===== config.mk =====
export PLATFORM = sky130hd
export DESIGN_NAME = mrf_fifo
export DESIGN_NICKNAME = d
export VERILOG_FILES = /design/src/rtl/mrf_pkg.sv /design/src/rtl/mrf_entry.sv /design/src/rtl/mrf_ptr_ctrl.sv /design/src/rtl/mrf_fifo.sv
export SDC_FILE = /design/constraint.sdc
export NUM_CORES = 1
export LEC_CHECK = 0
export BUFFER_PORTS_ARGS = -buffer_cell sky130_fd_sc_hd__buf_2
export CAP_MARGIN = 20
export CORE_ASPECT_RATIO = 0.7
export CORE_MARGIN = 5
export CORE_UTILIZATION = 45
export DETAILED_ROUTE_END_ITERATION = 16
export GPL_ROUTABILITY_DRIVEN = 0
export PLACE_DENSITY = 0.65
export SYNTH_ARGS = -nofsm -noshare
export SYNTH_HDL_FRONTEND = slang
export SYNTH_HIERARCHICAL = 1
export SYNTH_SLANG_ARGS = --single-unit

===== constraint.sdc =====
create_clock -name clk -period 2.2 [get_ports clk]
set_input_delay 0 -clock clk [delete_from_list [all_inputs] [get_ports clk]]
set_output_delay 0 -clock clk [all_outputs]
set_load 0.01 [all_outputs]

===== src/rtl/mrf_pkg.sv =====
package mrf_pkg;

    // Fill phase of the buffer
    typedef enum logic {
        PH_FILL = 1'b0,
        PH_FULL = 1'b1
    } phase_e;

    // Per-entry next-value selection
    typedef enum logic [1:0] {
        ACT_HOLD = 2'd0,
        ACT_LOAD = 2'd1,
        ACT_SWAP = 2'd2
    } act_e;

    function automatic bit is_pow2(input int n);
        return (n >= 2) && ((n & (n - 1)) == 0);
    endfunction

endpackage


===== src/rtl/mrf_entry.sv =====
module mrf_entry #(
    parameter int WIDTH = 8
) (
    input  logic             clk,
    input  logic             rst,
    input  logic             load,
    input  logic [WIDTH-1:0] din,
    input  logic             rep_go,
    input  logic [WIDTH-1:0] cmp,
    input  logic [WIDTH-1:0] chg,
    output logic [WIDTH-1:0] q
);
    import mrf_pkg::*;

    act_e act;

    always_comb begin
        if (load)                      act = ACT_LOAD;
        else if (rep_go && (q == cmp)) act = ACT_SWAP;
        else                           act = ACT_HOLD;
    end

    always_ff @(posedge clk) begin
        if (rst) begin
            q <= '0;
        end else begin
            unique case (act)
                ACT_LOAD: q <= din;
                ACT_SWAP: q <= chg;
                default:  q <= q;
            endcase
        end
    end

    // the new word lands unaltered
    p_load_exact_r7: assert property (@(posedge clk) disable iff (rst)
        load |=> (q == $past(din)));

    // a matching entry takes the change value
    p_replace_hit_r5: assert property (@(posedge clk) disable iff (rst)
        (rep_go && !load && (q == cmp)) |=> (q == $past(chg)));

    // a non-matching entry is untouched
    p_replace_miss_r5: assert property (@(posedge clk) disable iff (rst)
        (rep_go && !load && (q != cmp)) |=> $stable(q));

    // nothing moves without a push
    p_idle_hold_r8: assert property (@(posedge clk) disable iff (rst)
        (!load && !rep_go) |=> $stable(q));

endmodule


===== src/rtl/mrf_ptr_ctrl.sv =====
module mrf_ptr_ctrl #(
    parameter int DEPTH = 4,
    localparam int PW = $clog2(DEPTH),
    localparam int CW = PW + 1
) (
    input  logic          clk,
    input  logic          rst,
    input  logic          push,
    output logic [PW-1:0] wr_ptr,
    output logic [PW-1:0] rd_ptr,
    output logic [CW-1:0] count,
    output logic          full
);
    import mrf_pkg::*;

    localparam logic [CW-1:0] LAST_FILL = CW'(DEPTH - 1);
    localparam logic [CW-1:0] CAP       = CW'(DEPTH);

    phase_e phase;

    always_ff @(posedge clk) begin
        if (rst) begin
            wr_ptr <= '0;
            rd_ptr <= '0;
            count  <= '0;
            phase  <= PH_FILL;
        end else if (push) begin
            wr_ptr <= wr_ptr + 1'b1;
            if (phase == PH_FULL) begin
                rd_ptr <= rd_ptr + 1'b1;
            end else begin
                count <= count + 1'b1;
                if (count == LAST_FILL) phase <= PH_FULL;
            end
        end
    end

    assign full = (phase == PH_FULL);

    p_count_bound_r3: assert property (@(posedge clk) disable iff (rst)
        count <= CAP);

    p_full_matches_count_r3: assert property (@(posedge clk) disable iff (rst)
        full == (count == CAP));

    p_full_sticky_r3: assert property (@(posedge clk) disable iff (rst)
        full |=> full);

    p_fill_step_r2: assert property (@(posedge clk) disable iff (rst)
        (push && !full) |=> (count == $past(count) + 1'b1));

    // when full, the oldest slot is also the next write slot
    p_ptrs_aligned_r4: assert property (@(posedge clk) disable iff (rst)
        full |-> (rd_ptr == wr_ptr));

endmodule


===== src/rtl/mrf_fifo.sv =====
module mrf_fifo #(
    parameter int WIDTH = 8,
    parameter int DEPTH = 4,
    localparam int PW = $clog2(DEPTH),
    localparam int CW = PW + 1
) (
    input  logic             clk,
    input  logic             rst,
    input  logic             push,
    input  logic [WIDTH-1:0] wr_data,
    input  logic             rep_en,
    input  logic [WIDTH-1:0] rep_cmp,
    input  logic [WIDTH-1:0] rep_chg,
    output logic [WIDTH-1:0] rd_data,
    output logic             rd_valid,
    output logic             full,
    output logic [CW-1:0]    count
);
    import mrf_pkg::*;

    initial begin : p_depth_pow2
        assert (is_pow2(DEPTH)) else $error("DEPTH must be a power of two >= 2");
    end

    logic [PW-1:0]    wr_ptr;
    logic [PW-1:0]    rd_ptr;
    logic [WIDTH-1:0] stor [DEPTH];
    logic             rep_go;

    // Replacement only rides along with a push
    assign rep_go = push && rep_en;

    mrf_ptr_ctrl #(.DEPTH(DEPTH)) u_ptr (
        .clk    (clk),
        .rst    (rst),
        .push   (push),
        .wr_ptr (wr_ptr),
        .rd_ptr (rd_ptr),
        .count  (count),
        .full   (full)
    );

    for (genvar i = 0; i < DEPTH; i++) begin : g_entry
        logic load_i;
        assign load_i = push && (wr_ptr == PW'(i));
        mrf_entry #(.WIDTH(WIDTH)) u_ent (
            .clk    (clk),
            .rst    (rst),
            .load   (load_i),
            .din    (wr_data),
            .rep_go (rep_go),
            .cmp    (rep_cmp),
            .chg    (rep_chg),
            .q      (stor[i])
        );
    end

    // Eviction port: value captured before this edge's replacement
    always_ff @(posedge clk) begin
        if (rst) begin
            rd_valid <= 1'b0;
            rd_data  <= '0;
        end else begin
            rd_valid <= push && full;
            if (push && full) rd_data <= stor[rd_ptr];
        end
    end

    p_reset_empty_r1: assert property (@(posedge clk)
        rst |=> (count == '0 && !full && !rd_valid));

    p_no_evict_fill_r2: assert property (@(posedge clk) disable iff (rst)
        (push && !full) |=> !rd_valid);

    p_evict_on_full_r4: assert property (@(posedge clk) disable iff (rst)
        (push && full) |=> rd_valid);

    p_data_hold_r4: assert property (@(posedge clk) disable iff (rst)
        !(push && full) |=> $stable(rd_data));

    p_ignore_lone_rep_r8: assert property (@(posedge clk) disable iff (rst)
        (rep_en && !push) |=> ($stable(count) && !rd_valid));

endmodule


==> run_results.csv, run 1 <==
group,metric,value,unit
worst_setup_path,worstPathArrival,1.85,ns
global_routing,grt_max_degree,37,
timing,fin_worst_skew,0.00677,ns
logic_synthesis,yosysWarnings,6,
clock_network,clk_pin_slew,0.09,ns
clock_network,clockRootBuffer,"clkbuf_8",
logic_synthesis,ys_seq_area_frac,0.301,
logic_synthesis,mappedNetlistArea,0.00326,mm²
clock_network,cts.sinks,49,
worst_setup_path,critPathKind,"flop to flop",
logic_synthesis,synth_area_per_cell,9.08,µm²
timing,max_slew_margin,0.540,
detailed_routing,drtAntennaViolNets,0,
finish,diodes,0,
detailed_routing,vias,2945,
worst_setup_path,critPathRequiredTime,2.40,ns
timing,setup_ws,0.548,ns
timing,fmax,605,MHz
finish,drive_gt1_frac,0.298,
worst_setup_path,crit_family,"flip-flops",
power_and_ir_drop,ir_drop,0.245,mV
worst_setup_path,rrSetupSlack,0.55,ns
finish,areaGrowthSynthToFinish,10.7,%
worst_setup_path,slowest_stage,"dfxtp_1",
finish,fill_cells,702,
timing,period_share,0.751,
logic_synthesis,netlist_instances,359,
timing,hold_viol_final,0,
detailed_routing,drt_iter0_drc,195,
timing,report.final.slew_viol_count,0,
timing,setup_viol,0,
detailed_routing,first_pass_iters,5,
finish,regArea,981,µm²
power_and_ir_drop,power,2.13,mW
run,max_cap_violations,0,
finish,multi_input_area,0.00197,mm²
logic_synthesis,synth_cell_type_count,36,
global_routing,grtUsageTotal,0.200,
floorplanning,num_rows,26,
timing,worst-slew-pin-transition,0.690,ns
min_path,worstHoldPathCells,3,
floorplanning,die_height,81.2,µm
placement,hpwl,6920,µm
placement,pre_cts_ws,0.583,ns
worst_setup_path,r2r-start,"u_ptr/rd_ptr[1]$_SDFFE_PP0P_",
finish,layout_commonest_cell,"dfxtp_1",
floorplanning,start_util,0.454,
finish,fin_cells,491,
floorplanning,die_w,112,µm
clock_network,cts_setup_buffers,0,
global_routing,grt-ovfl-total,0,
min_path,hold_end,"g_entry[3].u_ent/q[0]$_SDFFE_PP0P_",
detailed_routing,drc,0,
global_routing,grt_pass1_vias,2700,
timing,grt_setup_unrepaired,"no",
detailed_routing,wl_per_cell,18.5,µm
floorplanning,core,0.00719,mm²
finish,final_cell_mix,"49 x dfxtp_1, 40 x buf_2, 34 x inv_1",
logic_synthesis,syn_nets,389,
worst_setup_path,cpPeakStageDelay,0.67,ns
placement,placed_cells,478,
clock_network,clk_latency,0.30,ns
floorplanning,io_pins,41,
finish,nNetsFinal,422,
power_and_ir_drop,p_per_area,589,mW/mm²
min_path,holdCritPathClass,"input port to flop",
run_status,status,"finished, final reports clean",
worst_setup_path,r2r-end,"rd_data[7]$_SDFFE_PP0P_",
min_path,worstHoldStart,"wr_data[0]",
detailed_routing,viasPerCell,6.00,
detailed_routing,totalWireLength,9070,µm
worst_setup_path,worstPathMaxFanout,10,
clock_network,cts_made_buffers,5,
worst_setup_path,endpoint_kind,"flop",
floorplanning,dieArea,0.00908,mm²
worst_setup_path,crit_chain,"buf_4 -> mux2_2 -> a22oi_1 -> nand2_1",
placement,port_buffers,40,
timing,setup_tns,0,ns
global_routing,grt_pass1_wl,14500,µm
power_and_ir_drop,p_leak,1.51,nW
timing,finalCriticalPeriod,1.65,ns
clock_network,cts_max_level,2,
clock_network,cts_max_path_buffers,2,
global_routing,antenna_found_initial,0,
worst_setup_path,cp_num_buf_inv,1,
worst_setup_path,r2r_cells,4,
logic_synthesis,ys_ff_latch,49,
clock_network,cts_tree,"done",
worst_setup_path,cp-start-kind,"flop",
## layer usage
layer | vias up | global-route usage | share of wire
li1 | 1426 | - | -
met1 | 1382 | 0.299 | 0.49
met2 | 129 | 0.298 | 0.41
met3 | 8 | 0.0395 | 0.090
met4 | 0 | 0.0425 | 0.011
met5 | - | 0 | 0
## through the flow
step / area [µm²] / hold slack (ns) / util
after CTS: 3610 / 0.00240 / 0.502
after global placement: 3440 / 0.311 / 0.479
final: 3610 / 0.00822 / 0.502
after detailed placement: 3440 / 0.314 / 0.479
after global routing: 3610 / 0.0103 / 0.502
after floorplan: 3260 / 0.0715 / -
## synth_stat cells (all sizes together)
library cell | count | area share
dfxtp | 49 | 0.30
and3 | 37 | 0.083
inv | 34 | 0.039
xnor2 | 34 | 0.11
a221oi | 32 | 0.086
a31oi | 32 | 0.061
o31ai | 32 | 0.074
buf | 24 | 0.057
nand2 | 22 | 0.028
mux2 | 16 | 0.060
nor2 | 10 | 0.012
a22oi | 7 | 0.016
nand3 | 5 | 0.0077
and4 | 4 | 0.011
nand4 | 4 | 0.0077
xor2 | 3 | 0.0081
a21oi | 2 | 0.0031
ha | 2 | 0.0077
a211oi | 1 | 0.0038
a222oi | 1 | 0.0031
and2 | 1 | 0.0019
and2b | 1 | 0.0031
and3b | 1 | 0.0027
and4b | 1 | 0.0031
clkbuf | 1 | 0.0012
mux2i | 1 | 0.0031
nor3b | 1 | 0.0023
nor4bb | 1 | 0.0031
## tightest hold or removal path, stage by stage
cell	delay, ns
buf_2	0.14
inv_1	0.05
a221oi_1	0.06
## flip-flops by register name, summed over array words and instances, names as in the netlist
register and flops:
u_ptr/count 3, u_ptr/full 1, rd_data 8, rd_valid 1, g_entry.u_ent/q 32, u_ptr/rd_ptr 2
u_ptr/wr_ptr 2
## layout make-up
cell class                 instances  area share
tap                               98      0.0340
multi-input combinational        251       0.545
timing repair buffer              51      0.0818
clock buffer                       7      0.0239
clock inverter                     1     0.00832
inverter                          34      0.0354
sequential                        49       0.272
## how the worst max path moves through the flow
| stage | startpoint | endpoint | slack, ns | depth (start not counted) |
|---|---|---|---|---|
| 4_1_cts | u_ptr/rd_ptr[1]$_SDFFE_PP0P_ | rd_data[7]$_SDFFE_PP0P_ | 0.55 | 4 |
| 3_3_place_gp | u_ptr/rd_ptr[1]$_SDFFE_PP0P_ | rd_data[7]$_SDFFE_PP0P_ | 0.58 | 4 |
| 5_1_grt | g_entry[2].u_ent/q[6]$_SDFFE_PP0P_ | g_entry[2].u_ent/q[0]$_SDFFE_PP0P_ | 0.42 | 4 |
| 2_1_floorplan | u_ptr/rd_ptr[1]$_SDFFE_PP0P_ | rd_data[4]$_SDFFE_PP0P_ | 0.97 | 5 |
| 6_report | u_ptr/rd_ptr[1]$_SDFFE_PP0P_ | rd_data[7]$_SDFFE_PP0P_ | 0.55 | 4 |
| 3_5_place_dp | u_ptr/rd_ptr[1]$_SDFFE_PP0P_ | rd_data[7]$_SDFFE_PP0P_ | 0.58 | 4 |
## what timing repair did
| action | in CTS | in global routing |
|---|---|---|
| hold endpoints to repair | 11 | 0 |
| hold buffers | 5 | 0 |
| gates resized for setup | 0 | 0 |
## cells by family (layout without fill, tap and decap cells)
kind of cell,count (synthesis),in the layout,share of synthesized area
compound gates,107,107,0.247
mux,17,17,0.0629
simple gates,88,88,0.166
flops,49,49,0.301
buf+inv,59,93,0.0975
xor+xnor,37,37,0.118
fa+ha+maj,2,2,0.00767
## where the power goes
group	switching [mW]	internal [mW]	total (mW)
clock	0.306	0.371	0.678
sequential	0.0519	0.933	0.985
combinational	0.271	0.192	0.463
total	0.629	1.50	2.13
Note: power is estimated with default switching activity, not from simulation.
==> run 2: changes to the inputs <==
Settings changed: ABC_AREA from default to 1, PLACE_DENSITY 0.65 to 0.68.
Clock period 2.2 ns to 1.4 ns, I/O delays scaled along.
==> run 2 against run 1 <==
- count of clock-buffer cells in the layout is 2 lower
- the run now ends with setup timing left
- setup slack worse by 0.69 ns
- via count rose by 28%
- critical endpoint is now g_entry[2].u_ent/q[4]$_SDFFE_PP0P_
==> run_results.csv, run 2 <==
group,metric,value,unit
run_status,status,"finished, violations left",
run_status,violations,"setup timing",
worst_setup_path,endpoint_kind,"flop",
timing,max_slew_margin,0.775,
timing,hold_viol_final,0,
timing,setup_ws,-0.141,ns
clock_network,cts.sinks,49,
worst_setup_path,worstPathMaxFanout,8,
timing,setup_tns,-0.463,ns
logic_synthesis,synth_cell_type_count,29,
finish,reg_top3,"g_entry.u_ent/q (32), rd_data (8), u_ptr/count (3)",
logic_synthesis,syn_nets,542,
logic_synthesis,netlist_instances,512,
finish,nNetsFinal,632,
min_path,holdCritPathClass,"input port to flop",
worst_setup_path,critPathRequiredTime,1.59,ns
global_routing,grt_max_degree,21,
logic_synthesis,ys_seq_area_frac,0.288,
detailed_routing,drc,0,
finish,layout_commonest_cell,"nand2_1",
finish,largest_reg_flops,32,
floorplanning,num_rows,26,
power_and_ir_drop,p_leak,2.24,nW
detailed_routing,wl_per_cell,16.6,µm
detailed_routing,drtAntennaViolNets,0,
logic_synthesis,mappedNetlistArea,0.00340,mm²
clock_network,cts_max_path_buffers,2,
power_and_ir_drop,p_per_area,786,mW/mm²
global_routing,grt-ovfl-total,0,
timing,worst-slew-pin-transition,0.337,ns
clock_network,cts_tree,"done",
global_routing,grt_pass1_wl,17100,µm
worst_setup_path,critPathKind,"flop to flop",
timing,grt_setup_unrepaired,"yes",
logic_synthesis,synth_most_common_cell,"nand2_1",
finish,final_util,0.629,
global_routing,grt_pass1_vias,3332,
placement,port_buffers,40,
finish,largest_register,"g_entry.u_ent/q",
worst_setup_path,cp-start-kind,"flop",
timing,period_share,1.10,
timing,finalCriticalPeriod,1.54,ns
logic_synthesis,yosysTopAreaCellShare,0.288,
timing,setup_viol,18,
finish,drive_gt1_frac,0.446,
finish,fin_area,0.00461,mm²
worst_setup_path,worstPathArrival,1.73,ns
logic_synthesis,synth_edf_count,0,
logic_synthesis,yosysTopAreaCell,"dfxtp_1",
detailed_routing,viasPerCell,5.36,
floorplanning,die_height,82.7,µm
floorplanning,io_pins,41,
floorplanning,core,0.00732,mm²
detailed_routing,drt_iter0_drc,289,
logic_synthesis,synthFlopType,"dfxtp_1",
logic_synthesis,yosysWarnings,6,
logic_synthesis,synthTopCellsByCount,"167 x nand2_1, 62 x inv_1, 49 x dfxtp_1",
timing,fmax,649,MHz
power_and_ir_drop,ir_drop,0.496,mV
timing,fin_worst_skew,0.00646,ns
clock_network,clockRootBuffer,"clkbuf_8",
timing,report.final.slew_viol_count,0,
detailed_routing,first_pass_iters,5,
placement,hpwl,8090,µm
logic_synthesis,async_flop_share,0,
detailed_routing,totalWireLength,11600,µm
logic_synthesis,synth_area_per_cell,6.64,µm²
floorplanning,start_util,0.465,
finish,areaGrowthSynthToFinish,35.4,%
min_path,worstHoldPathCells,3,
clock_network,clk_latency,0.31,ns
clock_network,cts_max_level,2,
finish,final_cell_mix,"127 x nand2_1, 47 x inv_1, 42 x nand2_2",
run,max_cap_violations,0,
global_routing,antenna_found_initial,0,
finish,diodes,0,
worst_setup_path,r2r_cells,8,
floorplanning,dieArea,0.00942,mm²
floorplanning,die_w,114,µm
logic_synthesis,synthTopCellsByArea,"dfxtp_1 29%, nand2_1 18%, inv_1 6.8%, nand3_1 5.6%, o21bai_1 5.3%",
clock_network,clk_pin_slew,0.10,ns
detailed_routing,vias,3758,
global_routing,grtUsageTotal,0.237,
clock_network,cts_made_buffers,5,
placement,placed_cell_area,0.00384,mm²
finish,fill_cells,657,
logic_synthesis,ys_ff_latch,49,
-- run 2: cell count changes after synthesis, sizes merged, moves of 37 or more --
cell / change
nand2: +152
inv: +39
and3: -37
a21oi: +40
nand3: +52
-- run 2: power by group --
part	internal, mW	leakage, nW	switching (mW)
Combinational	0.349	1.77	0.524
Sequential	1.47	0.408	0.0603
Clock	0.710	0.0681	0.508
Total	2.53	2.24	1.09
-- run 2: per-layer routing --
layer | routed length, µm | global-route usage
met1 | 5180 | 0.334
met2 | 5170 | 0.363
met3 | 1110 | 0.0590
met4 | 174 | 0.0617
met5 | 0 | 0
-- run 2: kinds of logic after synthesis --
kind of cell	count (synthesis)	synth area share
and+or+nand+nor	277	0.389
AOI/OAI and AO/OA	88	0.173
adders and majority gates	2	0.00736
xor gates and xnor gates	8	0.0206
DFF	49	0.288
buffers and inverters	88	0.122
-- run 2: cell type report --
type	count	area, µm²	share of cell area
well taps	98	123	0.0266
multi-input cells	379	2420	0.526
inverters	78	303	0.0657
clock inverters	3	65.1	0.0141
flip-flops and latches	49	1010	0.218
repair buffers	89	616	0.134
clock buffers	5	68.8	0.0149
-- run 2: repair_timing --
item,CTS,global route
setup endpoints to repair,8,32
pin swaps,3,40
buffers inserted,1,14
hold buffers,8,0
resized for setup,9,126
endpoints found under the hold margin,27,0
gates cloned,3,1
-- run 2: stage by stage --
step	std cells	worst slack (ns)	total power, mW	hold slack [ns]
2_1_floorplan	512	-0.0572	1.98	0.0669
3_3_place_gp	666	0.0511	2.22	0.297
3_5_place_dp	666	-0.0327	2.24	0.298
4_1_cts	686	-0.0127	3.48	0.00168
5_1_grt	701	-0.210	3.78	0.0189
6_report	701	-0.141	3.62	0.0281
-- run 2: worst max-delay path, cell delays in order (launching register included) --
cell and delay (ns):
dfxtp_2 0.35, inv_2 0.06, nand2_2 0.04, nand2_2 0.07, nand3_2 0.10, nor2_4 0.22
nand3_4 0.19, o21bai_1 0.30, a21oi_2 0.10
-- run 2: path summary, 6_finish.rpt --
check                                             to  slack, ns                                from
setup / recovery  g_entry[2].u_ent/q[4]$_SDFFE_PP0P_      -0.14  g_entry[2].u_ent/q[2]$_SDFFE_PP0P_
hold / removal    g_entry[2].u_ent/q[7]$_SDFFE_PP0P_       0.03                          wr_data[7]
setup reg to reg  g_entry[2].u_ent/q[4]$_SDFFE_PP0P_      -0.14  g_entry[2].u_ent/q[2]$_SDFFE_PP0P_
hold reg to reg          u_ptr/count[2]$_SDFFE_PP0P_       0.50         u_ptr/count[2]$_SDFFE_PP0P_
